**src/rtl/vlbm_pkg.sv**
```systemverilog
package vlbm_pkg;
    localparam int LEN_W     = 3;
    localparam int HEAD_BITS = 7;

    typedef enum logic [LEN_W-1:0] {
        LEN16   = 3'd0,
        LEN32   = 3'd1,
        LEN48   = 3'd2,
        LEN64   = 3'd3,
        LEN_RSV = 3'd4
    } len_code_e;
endpackage

```
**src/rtl/vlbm_parcel_len.sv**
```systemverilog
module vlbm_parcel_len #(
    parameter int PARCEL_W = 16
) (
    input  logic [PARCEL_W-1:0]          parcel,
    output logic [vlbm_pkg::LEN_W-1:0]   code,
    output logic [2:0]                   span
);
    import vlbm_pkg::*;

    logic [2:0] run_len;
    logic       run_on;
    logic       unused_upper;

    assign unused_upper = ^parcel[PARCEL_W-1:HEAD_BITS];

    // Trailing-ones count over the low bits of the parcel.
    always_comb begin
        run_len = '0;
        run_on  = 1'b1;
        for (int i = 0; i < HEAD_BITS; i++) begin
            if (run_on && parcel[i]) run_len = run_len + 3'd1;
            else                     run_on  = 1'b0;
        end
    end

    always_comb begin
        case (run_len)
            3'd0, 3'd1:       begin code = LEN16;   span = 3'd1; end
            3'd2, 3'd3, 3'd4: begin code = LEN32;   span = 3'd2; end
            3'd5:             begin code = LEN48;   span = 3'd3; end
            3'd6:             begin code = LEN64;   span = 3'd4; end
            default:          begin code = LEN_RSV; span = 3'd1; end
        endcase
    end
endmodule

```
**src/rtl/vlbm_scan.sv**
```systemverilog
module vlbm_scan #(
    parameter  int PARCELS = 16,
    localparam int IDX_W   = $clog2(PARCELS),
    localparam int REM_W   = IDX_W + 1,
    localparam int CNT_W   = $clog2(PARCELS + 1),
    localparam int LEN_W   = vlbm_pkg::LEN_W
) (
    input  logic [LEN_W-1:0]         code [PARCELS],
    input  logic [2:0]               span [PARCELS],
    input  logic [REM_W-1:0]         skip,
    output logic [PARCELS-1:0]       start,
    output logic [PARCELS*LEN_W-1:0] len,
    output logic [CNT_W-1:0]         done_cnt,
    output logic [1:0]               carry
);
    // rem[g] = parcels still to pass over before position g may start.
    logic [REM_W-1:0]   rem [PARCELS+1];
    logic [PARCELS-1:0] ends_here;
    logic               unused_rem;

    assign rem[0] = skip;

    for (genvar g = 0; g < PARCELS; g++) begin : g_chain
        assign start[g]   = (rem[g] == '0);
        assign rem[g+1]   = start[g] ? (REM_W'(span[g]) - REM_W'(1))
                                     : (rem[g] - REM_W'(1));
        assign len[g*LEN_W +: LEN_W] = start[g] ? code[g] : '0;
        assign ends_here[g] = start[g] && ((g + int'(span[g])) <= PARCELS);
    end

    always_comb begin
        done_cnt = '0;
        for (int i = 0; i < PARCELS; i++) begin
            done_cnt = done_cnt + CNT_W'(ends_here[i]);
        end
    end

    assign carry      = rem[PARCELS][1:0];
    assign unused_rem = ^rem[PARCELS][REM_W-1:2];
endmodule

```
**src/rtl/vl_boundary_marker.sv**
```systemverilog
module vl_boundary_marker #(
    parameter  int PARCELS  = 16,
    parameter  int PARCEL_W = 16,
    localparam int LINE_W   = PARCELS * PARCEL_W,
    localparam int IDX_W    = $clog2(PARCELS),
    localparam int CNT_W    = $clog2(PARCELS + 1),
    localparam int LEN_W    = vlbm_pkg::LEN_W
) (
    input  logic                     clk,
    input  logic                     rst_n,
    input  logic                     in_valid,
    output logic                     in_ready,
    input  logic [LINE_W-1:0]        in_line,
    input  logic                     in_flush,
    input  logic [IDX_W-1:0]         in_offset,
    output logic                     out_valid,
    input  logic                     out_ready,
    output logic [PARCELS-1:0]       out_start,
    output logic [PARCELS*LEN_W-1:0] out_len,
    output logic [CNT_W-1:0]         out_count,
    output logic [1:0]               out_tail
);
    typedef struct packed {
        logic                     valid;
        logic [PARCELS-1:0]       start;
        logic [PARCELS*LEN_W-1:0] len;
        logic [CNT_W-1:0]         cnt;
        logic [1:0]               tail;
        logic [1:0]               carry;
    } state_t;

    state_t cur_q, nxt_d;

    logic [LEN_W-1:0]         code_w [PARCELS];
    logic [2:0]               span_w [PARCELS];
    logic [IDX_W:0]           skip_w;
    logic [PARCELS-1:0]       scan_start;
    logic [PARCELS*LEN_W-1:0] scan_len;
    logic [CNT_W-1:0]         scan_cnt;
    logic [1:0]               scan_carry;
    logic                     accept_w;
    logic [1:0]               tail_w;

    for (genvar g = 0; g < PARCELS; g++) begin : g_head
        vlbm_parcel_len #(.PARCEL_W(PARCEL_W)) u_len (
            .parcel (in_line[g*PARCEL_W +: PARCEL_W]),
            .code   (code_w[g]),
            .span   (span_w[g])
        );
    end

    assign skip_w = in_flush ? (IDX_W+1)'(in_offset) : (IDX_W+1)'(cur_q.carry);

    vlbm_scan #(.PARCELS(PARCELS)) u_scan (
        .code     (code_w),
        .span     (span_w),
        .skip     (skip_w),
        .start    (scan_start),
        .len      (scan_len),
        .done_cnt (scan_cnt),
        .carry    (scan_carry)
    );

    assign in_ready = !cur_q.valid || out_ready;
    assign accept_w = in_valid && in_ready;
    assign tail_w   = in_flush ? 2'd0 : cur_q.carry;

    always_comb begin
        nxt_d = cur_q;
        if (cur_q.valid && out_ready) nxt_d.valid = 1'b0;
        if (accept_w) begin
            nxt_d.valid = 1'b1;
            nxt_d.start = scan_start;
            nxt_d.len   = scan_len;
            nxt_d.tail  = tail_w;
            nxt_d.cnt   = scan_cnt + CNT_W'(tail_w != 2'd0);
            nxt_d.carry = scan_carry;
        end
    end

    always_ff @(posedge clk) begin
        if (!rst_n) cur_q <= '0;
        else        cur_q <= nxt_d;
    end

    assign out_valid = cur_q.valid;
    assign out_start = cur_q.start;
    assign out_len   = cur_q.len;
    assign out_count = cur_q.cnt;
    assign out_tail  = cur_q.tail;
endmodule

```
**config.mk**
```make
export PLATFORM = sky130hd
export DESIGN_NAME = vl_boundary_marker
export DESIGN_NICKNAME = d
export VERILOG_FILES = /design/src/rtl/vlbm_pkg.sv /design/src/rtl/vlbm_parcel_len.sv /design/src/rtl/vlbm_scan.sv /design/src/rtl/vl_boundary_marker.sv
export SDC_FILE = /design/constraint.sdc
export NUM_CORES = 1
export LEC_CHECK = 0
export ABC_AREA = 1
export BUFFER_PORTS_ARGS = -buffer_cell sky130_fd_sc_hd__buf_4
export CORE_MARGIN = 3
export CORE_UTILIZATION = 35
export DETAILED_ROUTE_END_ITERATION = 10
export HOLD_SLACK_MARGIN = 0.03
export PLACE_DENSITY_LB_ADDON = 0.25
export SYNTH_ARGS = -nofsm -noshare
export SYNTH_HDL_FRONTEND = slang
export SYNTH_SLANG_ARGS = --single-unit
```
**constraint.sdc**
```tcl
create_clock -name clk -period 26.1 [get_ports clk]
set_input_delay 6.525 -clock clk [delete_from_list [all_inputs] [get_ports clk]]
set_output_delay 6.525 -clock clk [all_outputs]
set_load 0.02 [all_outputs]
```
==> flow_summary.json, run 1 <==
{
  "fp.dieH_um": 180.2,
  "rows": 63,
  "firstDrtPassIters": 4,
  "fmax_mhz": 43.59,
  "post-cts-setup-buffers": 0,
  "grt_antenna_before_repair": 0,
  "fin_setup_tns_ns": 0,
  "slowest_delay_ns": 0.52,
  "ys.flop_type": "dfxtp_1",
  "ys_top_cells_by_area": "nand2_1 (15%), dfxtp_1 (14%), ha_1 (12%), inv_1 (9.9%), nor2_1 (6.5%)",
  "dr.first_iter.drc_count": 356,
  "ioPinCount": 338,
  "post_drt_wl_per_cell_um": 10.85,
  "rsz0062_at_grt": "no",
  "ant_nets": 0,
  "cpLargestDelayFamily": "simple AND/OR/NAND/NOR gates",
  "cts_htree_levels": 3,
  "path_max_fanout": 7,
  "ys_ff_latch": 74,
  "cpMaxStageDelayCell": "fa_1",
  "drive_gt1_share_pct": 20.06,
  "synth_cell_types": 48,
  "worstPathArrival_ns": 23.13,
  "path_depth": 118,
  "crit_path_end_kind": "flip-flop",
  "io_buffers": 193,
  "core-area_mm2": 0.02980,
  "r2r_cells": 106,
  "synth_top_area_share_pct": 15.31,
  "dr_total_vias": 10530,
  "hp-class": "flip-flop to flip-flop",
  "synth_common_cells": "nand2_1 (433), inv_1 (281), nor2_1 (185)",
  "area_growth_pct": 15.34,
  "syn_inst": 1764,
  "crit_type": "input port to flip-flop",
  "required_ns": 26.28,
  "cts_tree": "done",
  "ctsResizeCount": 0,
  "wirelength_um": 24670,
  "gp_congestion": 0.8154,
  "synth_edf_count": 0,
  "dp_hpwl_um": 20390,
  "dieArea_mm2": 0.03247,
  "cts_sinks": 74,
  "skew_ns": 0.008490,
  "vias_per_cell": 4.628,
  "grt_usage_pct": 15.39,
  "hold_depth": 2,
  "period_share_pct": 87.90,
  "setup_viol": 0,
  "yosysMostFrequentCell": "nand2_1",
  "fin_nets": 2255,
  "grt_pass1_vias": 9985,
  "fp.dieW_um": 180.2,
  "clk_pin_slew_ns": 0.06,
  "drv_slew": 0,
  "hold_viol_final": 0,
  "start_util_pct": 35.64,
  "clock_latency_ns": 0.34,
  "grt_pass1_wl_um": 43520,
  "grt_max_degree": 62,
  "grt_overflow": 0,
  "syn-mean-instance-area_um2": 6.020,
  "outcome": "finished clean",
  "maxCapViolCount": 0,
  "cts_buffer_depth": 2,
  "diodes": 0,
  "yosys_warnings": 0,
  "max-slew-margin-rel_pct": 29.19,
  "syn_area_mm2": 0.01062,
  "worst_slew_pin_slew_ns": 1.061,
  "synth.largest_area_cell": "nand2_1",
  "cts_hold_buf": 0,
  "synth_fp_nets": 2140,
  "start_kind": "input port",
  "period_minus_slack_ns": 22.94,
  "cts-root-buf": "clkbuf_16",
  "yosysSeqAreaShare_pct": 13.95,
  "cts_made_buffers": 9,
  "path_buf_inv": 22,
  "drcViolationCount": 0,
  "synth_async_sr_flop_share_pct": 0
}
cell type report:
cell class | instances | area (um^2)
inverters | 312 | 1171
multi-input cells | 1287 | 7361
flip-flops and latches | 74 | 1481
clock inverters | 3 | 22.52
clock buffers | 13 | 260.3
well taps | 390 | 488.0
repair buffers | 195 | 1464
fillers | 3177 | 17550
path summary, 6_finish.rpt:
| path | from | to | slack [ns] |
|---|---|---|---|
| worst min-delay path | out_len[37]$_SDFFE_PN0P_ | out_len[37]$_SDFFE_PN0P_ | 0.47 |
| worst max-delay path | in_line[0] | out_count[4]$_SDFFE_PN0P_ | 3.16 |
| worst min register to register | out_len[37]$_SDFFE_PN0P_ | out_len[37]$_SDFFE_PN0P_ | 0.47 |
| worst max register to register | cur_q[0]$_SDFFE_PN0P_ | out_count[4]$_SDFFE_PN0P_ | 10.65 |
per-stage QoR:
stage	hold slack, ns	cells	util (%)	instance area, um^2	setup WS [ns]
after floorplan	0.4457	1764	-	10620	4.733
after global placement	0.4537	2258	40.16	11970	2.884
after detailed placement	0.4554	2258	40.16	11970	2.716
after CTS	0.4655	2274	41.11	12250	3.035
after global routing	0.4803	2274	41.11	12250	1.353
final	0.4652	2274	41.11	12250	3.157
sequential cells by signal, summed over array words and instances (netlist names):
register   count
cur_q          2
out_count      5
out_len       48
out_start     16
out_tail       2
out_valid      1
cell usage in the layout, fill, tap and decap left out, types with 9 or more instances in the layout:
| master | count |
|---|---|
| nand3_2 | 19 |
| o21ai_0 | 69 |
| dfxtp_1 | 74 |
| inv_2 | 29 |
| nor2_1 | 185 |
| xor2_1 | 18 |
| mux2_2 | 9 |
| nor3_1 | 17 |
| nor2_2 | 16 |
| clkbuf_16 | 9 |
| nand3_1 | 114 |
| nor2_4 | 13 |
| nand2_1 | 432 |
| buf_4 | 195 |
| nand2_2 | 57 |
| ha_1 | 101 |
| xnor2_1 | 16 |
| fa_1 | 10 |
| a31oi_1 | 9 |
| nand4_1 | 17 |
| a21oi_1 | 111 |
| inv_1 | 280 |
tightest hold or removal path: cells and delay by family, from the launching register on:
family | cells | cell delay [ns]
flip-flops | 1 | 0.31
AND/OR/NAND/NOR | 1 | 0.06
AO/OA/AOI/OAI | 1 | 0.05
layer usage:
layer  global-route usage [%]  vias up  wire, um  part of all wire (%)
li1                         -     5732         -                     -
met4                    2.855        0       359                   1.5
met1                    19.60     4624     11830                    48
met2                    26.80      145     11330                    46
met3                    3.573       24      1154                   4.7
met5                        0        -         0                     0
logic make-up after synthesis:
| family | Yosys count | share of synthesized area [%] |
|---|---|---|
| XOR/XNOR | 34 | 2.804 |
| AO/OA/AOI/OAI | 226 | 11.56 |
| multiplexers | 9 | 0.9544 |
| flip-flops | 74 | 13.95 |
| adder cells (fa/ha/maj) | 111 | 13.79 |
| AND/OR/NAND/NOR | 907 | 40.19 |
| buffers and inverters | 403 | 16.75 |
Power of run 1 is not shown: default switching activity piles up to over one toggle a cycle in this logic, so the estimate is an artifact.
==> run 2: changes to the inputs <==
--- a/config.mk
+++ b/config.mk
@@ -5,7 +5,6 @@
 export SDC_FILE = /design/constraint.sdc
 export NUM_CORES = 1
 export LEC_CHECK = 0
-export ABC_AREA = 1
 export BUFFER_PORTS_ARGS = -buffer_cell sky130_fd_sc_hd__buf_4
 export CORE_MARGIN = 3
 export CORE_UTILIZATION = 35
==> flow_summary.json, run 2 <==
{
  "largest_reg_flops": 48,
  "ys_ff_latch": 74,
  "dr_total_vias": 10740,
  "cts_tree": "done",
  "firstDrtPassIters": 5,
  "ys.flop_type": "dfxtp_1",
  "clk_pin_slew_ns": 0.06,
  "setup_viol": 0,
  "fp.dieH_um": 183.7,
  "core-area_mm2": 0.03083,
  "instances_no_fill": 2079,
  "gp_congestion": 0.8733,
  "grt_pass1_wl_um": 47640,
  "ys_top_cells_by_area": "dfxtp_1 (13%), ha_1 (11%), nand2_1 (6.9%), buf_4 (5.1%), xnor2_1 (4.4%)",
  "period_share_pct": 96.31,
  "synth_fp_nets": 1861,
  "rrSetupSlack_ns": 8.72,
  "crit_path_end_kind": "flip-flop",
  "hold_depth": 2,
  "syn-mean-instance-area_um2": 7.441,
  "place_inst": 2041,
  "ant_nets": 0,
  "hp-class": "flip-flop to flip-flop",
  "r2r_end": "out_count[3]$_SDFFE_PN0P_",
  "cts_buffer_depth": 2,
  "cpMaxStageDelayCell": "fa_1",
  "dp_hpwl_um": 23000,
  "syn_area_mm2": 0.01105,
  "drive_gt1_share_pct": 25.91,
  "whs_endpoint": "out_len[3]$_SDFFE_PN0P_",
  "synth_top_area_share_pct": 13.41,
  "path_max_fanout": 6,
  "diodes": 0,
  "max-slew-margin-rel_pct": 31.63,
  "crit_type": "input port to flip-flop",
  "syn_inst": 1485,
  "start_util_pct": 35.84,
  "synth_async_sr_flop_share_pct": 0,
  "final_cell_mix": "buf_4 (287), nand2_1 (201), inv_1 (105), nor2_1 (94), ha_1 (86)",
  "fin_setup_tns_ns": 0,
  "post_drt_wl_per_cell_um": 13.91,
  "yosys_warnings": 0,
  "r2r_cells": 93,
  "skew_ns": 0.01543,
  "reg2reg_from": "cur_q[0]$_SDFFE_PN0P_",
  "fp.dieW_um": 183.7,
  "synth.largest_area_cell": "dfxtp_1",
  "area_growth_pct": 22.97,
  "whs_ns": 0.4645,
  "synth_cell_types": 111,
  "grt_max_degree": 98,
  "holdCritStartpoint": "out_len[3]$_SDFFE_PN0P_",
  "worst_slew_pin_slew_ns": 1.026,
  "yosysSeqAreaShare_pct": 13.41,
  "grt_usage_pct": 16.63,
  "cts-root-buf": "clkbuf_16",
  "yosysMostFrequentCell": "nand2_1",
  "final_common_cell": "buf_4",
  "outcome": "finished clean",
  "grt_overflow": 0,
  "maxCapViolCount": 0,
  "required_ns": 26.34,
  "slowest_delay_ns": 0.52,
  "clock_latency_ns": 0.36,
  "fmax_mhz": 39.78,
  "period_minus_slack_ns": 25.14,
  "fin_nets": 2054,
  "hold_viol_final": 0,
  "grt_antenna_before_repair": 0,
  "crit_path_frequent_cell": "inv_1",
  "grt_pass1_vias": 10090,
  "cts_sinks": 74,
  "dr.first_iter.drc_count": 472,
  "io_buffers": 193,
  "vias_per_cell": 5.165,
  "wirelength_um": 28910,
  "ioPinCount": 338,
  "start_kind": "input port",
  "cts_made_buffers": 9,
  "synth_common_cells": "nand2_1 (203), inv_1 (106), ha_1 (101)",
  "dieArea_mm2": 0.03374,
  "drcViolationCount": 0,
  "synth_edf_count": 0,
  "worstPathArrival_ns": 25.38,
  "rows": 64,
  "cts_htree_levels": 3,
  "drv_slew": 0
}
run 2: cell types whose count changed in the layout (fill, tap and decap cells not counted), moves of 42 or more:
cell / previous run / this run
nand3_1: 114 / 46
a21boi_0: 3 / 49
nand2_2: 57 / 1
and2_1: 0 / 42
nor2_1: 185 / 94
buf_4: 195 / 287
inv_1: 280 / 105
a21oi_1: 111 / 43
nand2_1: 432 / 201
run 2: cell type report:
cell class / instances / area, um^2
timing repair buffer: 288 / 2166
multi-input combinational: 1196 / 8736
tap: 396 / 495.5
clock buffer: 14 / 264.0
sequential: 74 / 1481
inverter: 109 / 411.6
fill: 3097 / 17240
clock inverter: 2 / 35.03
run 2: what timing repair did:
action / 4_1_cts / 5_1_grt
gates resized for setup: 0 / 52
setup buffers: 0 / 22
hold buffers: 0 / 0
setup endpoints to repair: 0 / 5
run 2: logic make-up after synthesis:
group	share of synthesized area [%]
flops	13.41
xor+xnor	6.544
fa+ha+maj	13.25
mux	7.575
simple gates	27.32
compound gates	21.83
buf+inv	10.08
run 2: worst max path at each step:
stage | from | to | slack, ns | cells after the start
6_report | in_line[2] | out_count[3]$_SDFFE_PN0P_ | 0.96 | 104
5_1_grt | in_line[2] | out_count[3]$_SDFFE_PN0P_ | -0.12 | 104
3_3_place_gp | in_line[2] | out_count[3]$_SDFFE_PN0P_ | 0.02 | 106
2_1_floorplan | in_line[2] | out_count[4]$_SDFFE_PN0P_ | 0.03 | 107
4_1_cts | in_line[2] | out_count[3]$_SDFFE_PN0P_ | 0.09 | 104
3_5_place_dp | in_line[2] | out_count[3]$_SDFFE_PN0P_ | -0.16 | 104
run 2: per-layer routing:
metal	global-route usage (%)	vias up	part of all wire [%]
met5	0	-	0
met4	3.175	0	0.84
met3	3.265	18	4.7
met2	28.38	182	46
met1	22.03	4920	49
li1	-	5618	-
run 2: per-stage QoR:
step / setup WS (ns) / utilization (%) / cell area (um^2)
2_1_floorplan: 0.02816 / - / 11120
5_1_grt: -0.1230 / 44.08 / 13590
3_3_place_gp: 0.02372 / 41.91 / 12920
4_1_cts: 0.09347 / 42.88 / 13220
3_5_place_dp: -0.1583 / 41.91 / 12920
6_report: 0.9622 / 44.08 / 13590
run 2: critical path: cells and delay by family:
kind	cells	cell delay [ns]
xor gates and xnor gates	3	0.66
buffers and inverters	19	1.49
and+or+nand+nor	28	4.71
AOI/OAI and AO/OA	21	3.51
muxes	10	2.48
adders and majority gates	23	5.95
Power of run 2 is left out for the same reason.
==> run 3: changes to the inputs <==
==> constraint.sdc (replaced) <==
create_clock -name clk -period 29.5 [get_ports clk]
set_input_delay 7.375 -clock clk [delete_from_list [all_inputs] [get_ports clk]]
set_output_delay 7.375 -clock clk [all_outputs]
set_load 0.02 [all_outputs]
==> flow_summary.json, run 3 (synthesis gave the netlist of run 2 again) <==
{
  "fp.dieH_um": 183.7,
  "post_drt_wl_per_cell_um": 14.01,
  "grt_antenna_before_repair": 0,
  "cts-root-buf": "clkbuf_16",
  "setup_viol": 0,
  "wirelength_um": 28270,
  "drcViolationCount": 0,
  "crit_path_end_kind": "flip-flop",
  "final_cell_mix": "buf_4 (227), nand2_1 (202), inv_1 (106), ha_1 (99), nor2_1 (97)",
  "area_growth_pct": 16.99,
  "fin_setup_tns_ns": 0,
  "diodes": 0,
  "cts_tree": "done",
  "fp.dieW_um": 183.7,
  "fin_nets": 1993,
  "worst_slew_pin_slew_ns": 0.7666,
  "grt_overflow": 0,
  "crit_path_frequent_cell": "ha_1",
  "grt_usage_pct": 16.14,
  "dp_hpwl_um": 22610,
  "skew_ns": 0.007800,
  "cts_made_buffers": 9,
  "clock_latency_ns": 0.34,
  "gp_congestion": 0.8621,
  "largest_reg_flops": 48,
  "fin_area_mm2": 0.01293,
  "slowest_delay_ns": 0.45,
  "drive_gt1_share_pct": 20.78,
  "cts_htree_levels": 3,
  "crit_type": "input port to flip-flop",
  "path_max_fanout": 7,
  "period_minus_slack_ns": 27.91,
  "dr_total_vias": 10620,
  "dpl_cell_area_mm2": 0.01254,
  "clk_pin_slew_ns": 0.06,
  "dr.first_iter.drc_count": 372,
  "outcome": "finished clean",
  "cts_buffer_depth": 2,
  "final_common_cell": "buf_4",
  "cts_sinks": 74,
  "io_buffers": 193,
  "cts_hold_buf": 0,
  "cpMaxStageDelayCell": "fa_1",
  "fmax_mhz": 35.84,
  "ioPinCount": 338,
  "core-area_mm2": 0.03083,
  "start_util_pct": 35.84,
  "period_share_pct": 94.60,
  "ant_nets": 0,
  "rows": 64,
  "dieArea_mm2": 0.03374,
  "vias_per_cell": 5.263,
  "hold_viol_final": 0,
  "start_kind": "input port",
  "grt_pass1_wl_um": 46180,
  "grt_max_degree": 76,
  "maxCapViolCount": 0,
  "worstPathArrival_ns": 28.13,
  "required_ns": 29.73,
  "firstDrtPassIters": 5,
  "grt_pass1_vias": 9771,
  "hp-class": "flip-flop to flip-flop",
  "drv_slew": 0,
  "max-slew-margin-rel_pct": 48.50,
  "rsz0062_at_grt": "no"
}
[run 3: path summary, 6_finish.rpt]
check	startpoint	to	slack, ns	cells after the start
worst max-delay path	in_line[2]	out_count[3]$_SDFFE_PN0P_	1.59	105
worst min-delay path	out_len[43]$_SDFFE_PN0P_	out_len[43]$_SDFFE_PN0P_	0.45	2
worst max register to register	cur_q[0]$_SDFFE_PN0P_	out_count[3]$_SDFFE_PN0P_	10.33	93
worst min register to register	out_len[43]$_SDFFE_PN0P_	out_len[43]$_SDFFE_PN0P_	0.45	2
[run 3: stage by stage]
| stage | cells | setup WS (ns) | utilization, % | hold slack (ns) |
|---|---|---|---|---|
| 2_1_floorplan | 1485 | 1.680 | - | 0.4312 |
| 3_3_place_gp | 2000 | 0.3984 | 40.68 | 0.4385 |
| 3_5_place_dp | 2000 | 0.2892 | 40.68 | 0.4467 |
| 4_1_cts | 2016 | 0.5735 | 41.65 | 0.4580 |
| 5_1_grt | 2018 | 0.08164 | 41.94 | 0.4762 |
| 6_report | 2018 | 1.594 | 41.94 | 0.4534 |
[run 3: routing by layer]
metal | share of wire [%] | GRT usage [%] | vias to the layer above
met5 | 0 | 0 | -
met4 | 0.97 | 3.357 | 0
met3 | 4.8 | 3.285 | 18
met2 | 45 | 26.47 | 168
met1 | 50 | 22.03 | 4936
li1 | - | - | 5499
[run 3: layout make-up]
cell class | instances | area [um^2]
Inverter | 109 | 411.6
Tap cell | 396 | 495.5
Sequential cell | 74 | 1481
Fill cell | 3201 | 17900
Timing Repair Buffer | 227 | 1704
Multi-Input combinational cell | 1196 | 8537
Clock buffer | 14 | 264.0
Clock inverter | 2 | 35.03
[run 3: worst max-delay path, delay by kind of cell]
family                     cells  cell delay, ns
buffers and inverters         22            2.48
and+or+nand+nor               28            5.35
AOI/OAI and AO/OA             23            4.30
adders and majority gates     23            6.35
muxes                          8            1.96
xor gates and xnor gates       1            0.27
[run 3: timing repair]
item,in CTS,in global routing
endpoints found under the hold margin,0,0
setup endpoints to repair,0,5
resized for setup,0,21
setup buffers,0,2
Power of run 3 is left out for the same reason.
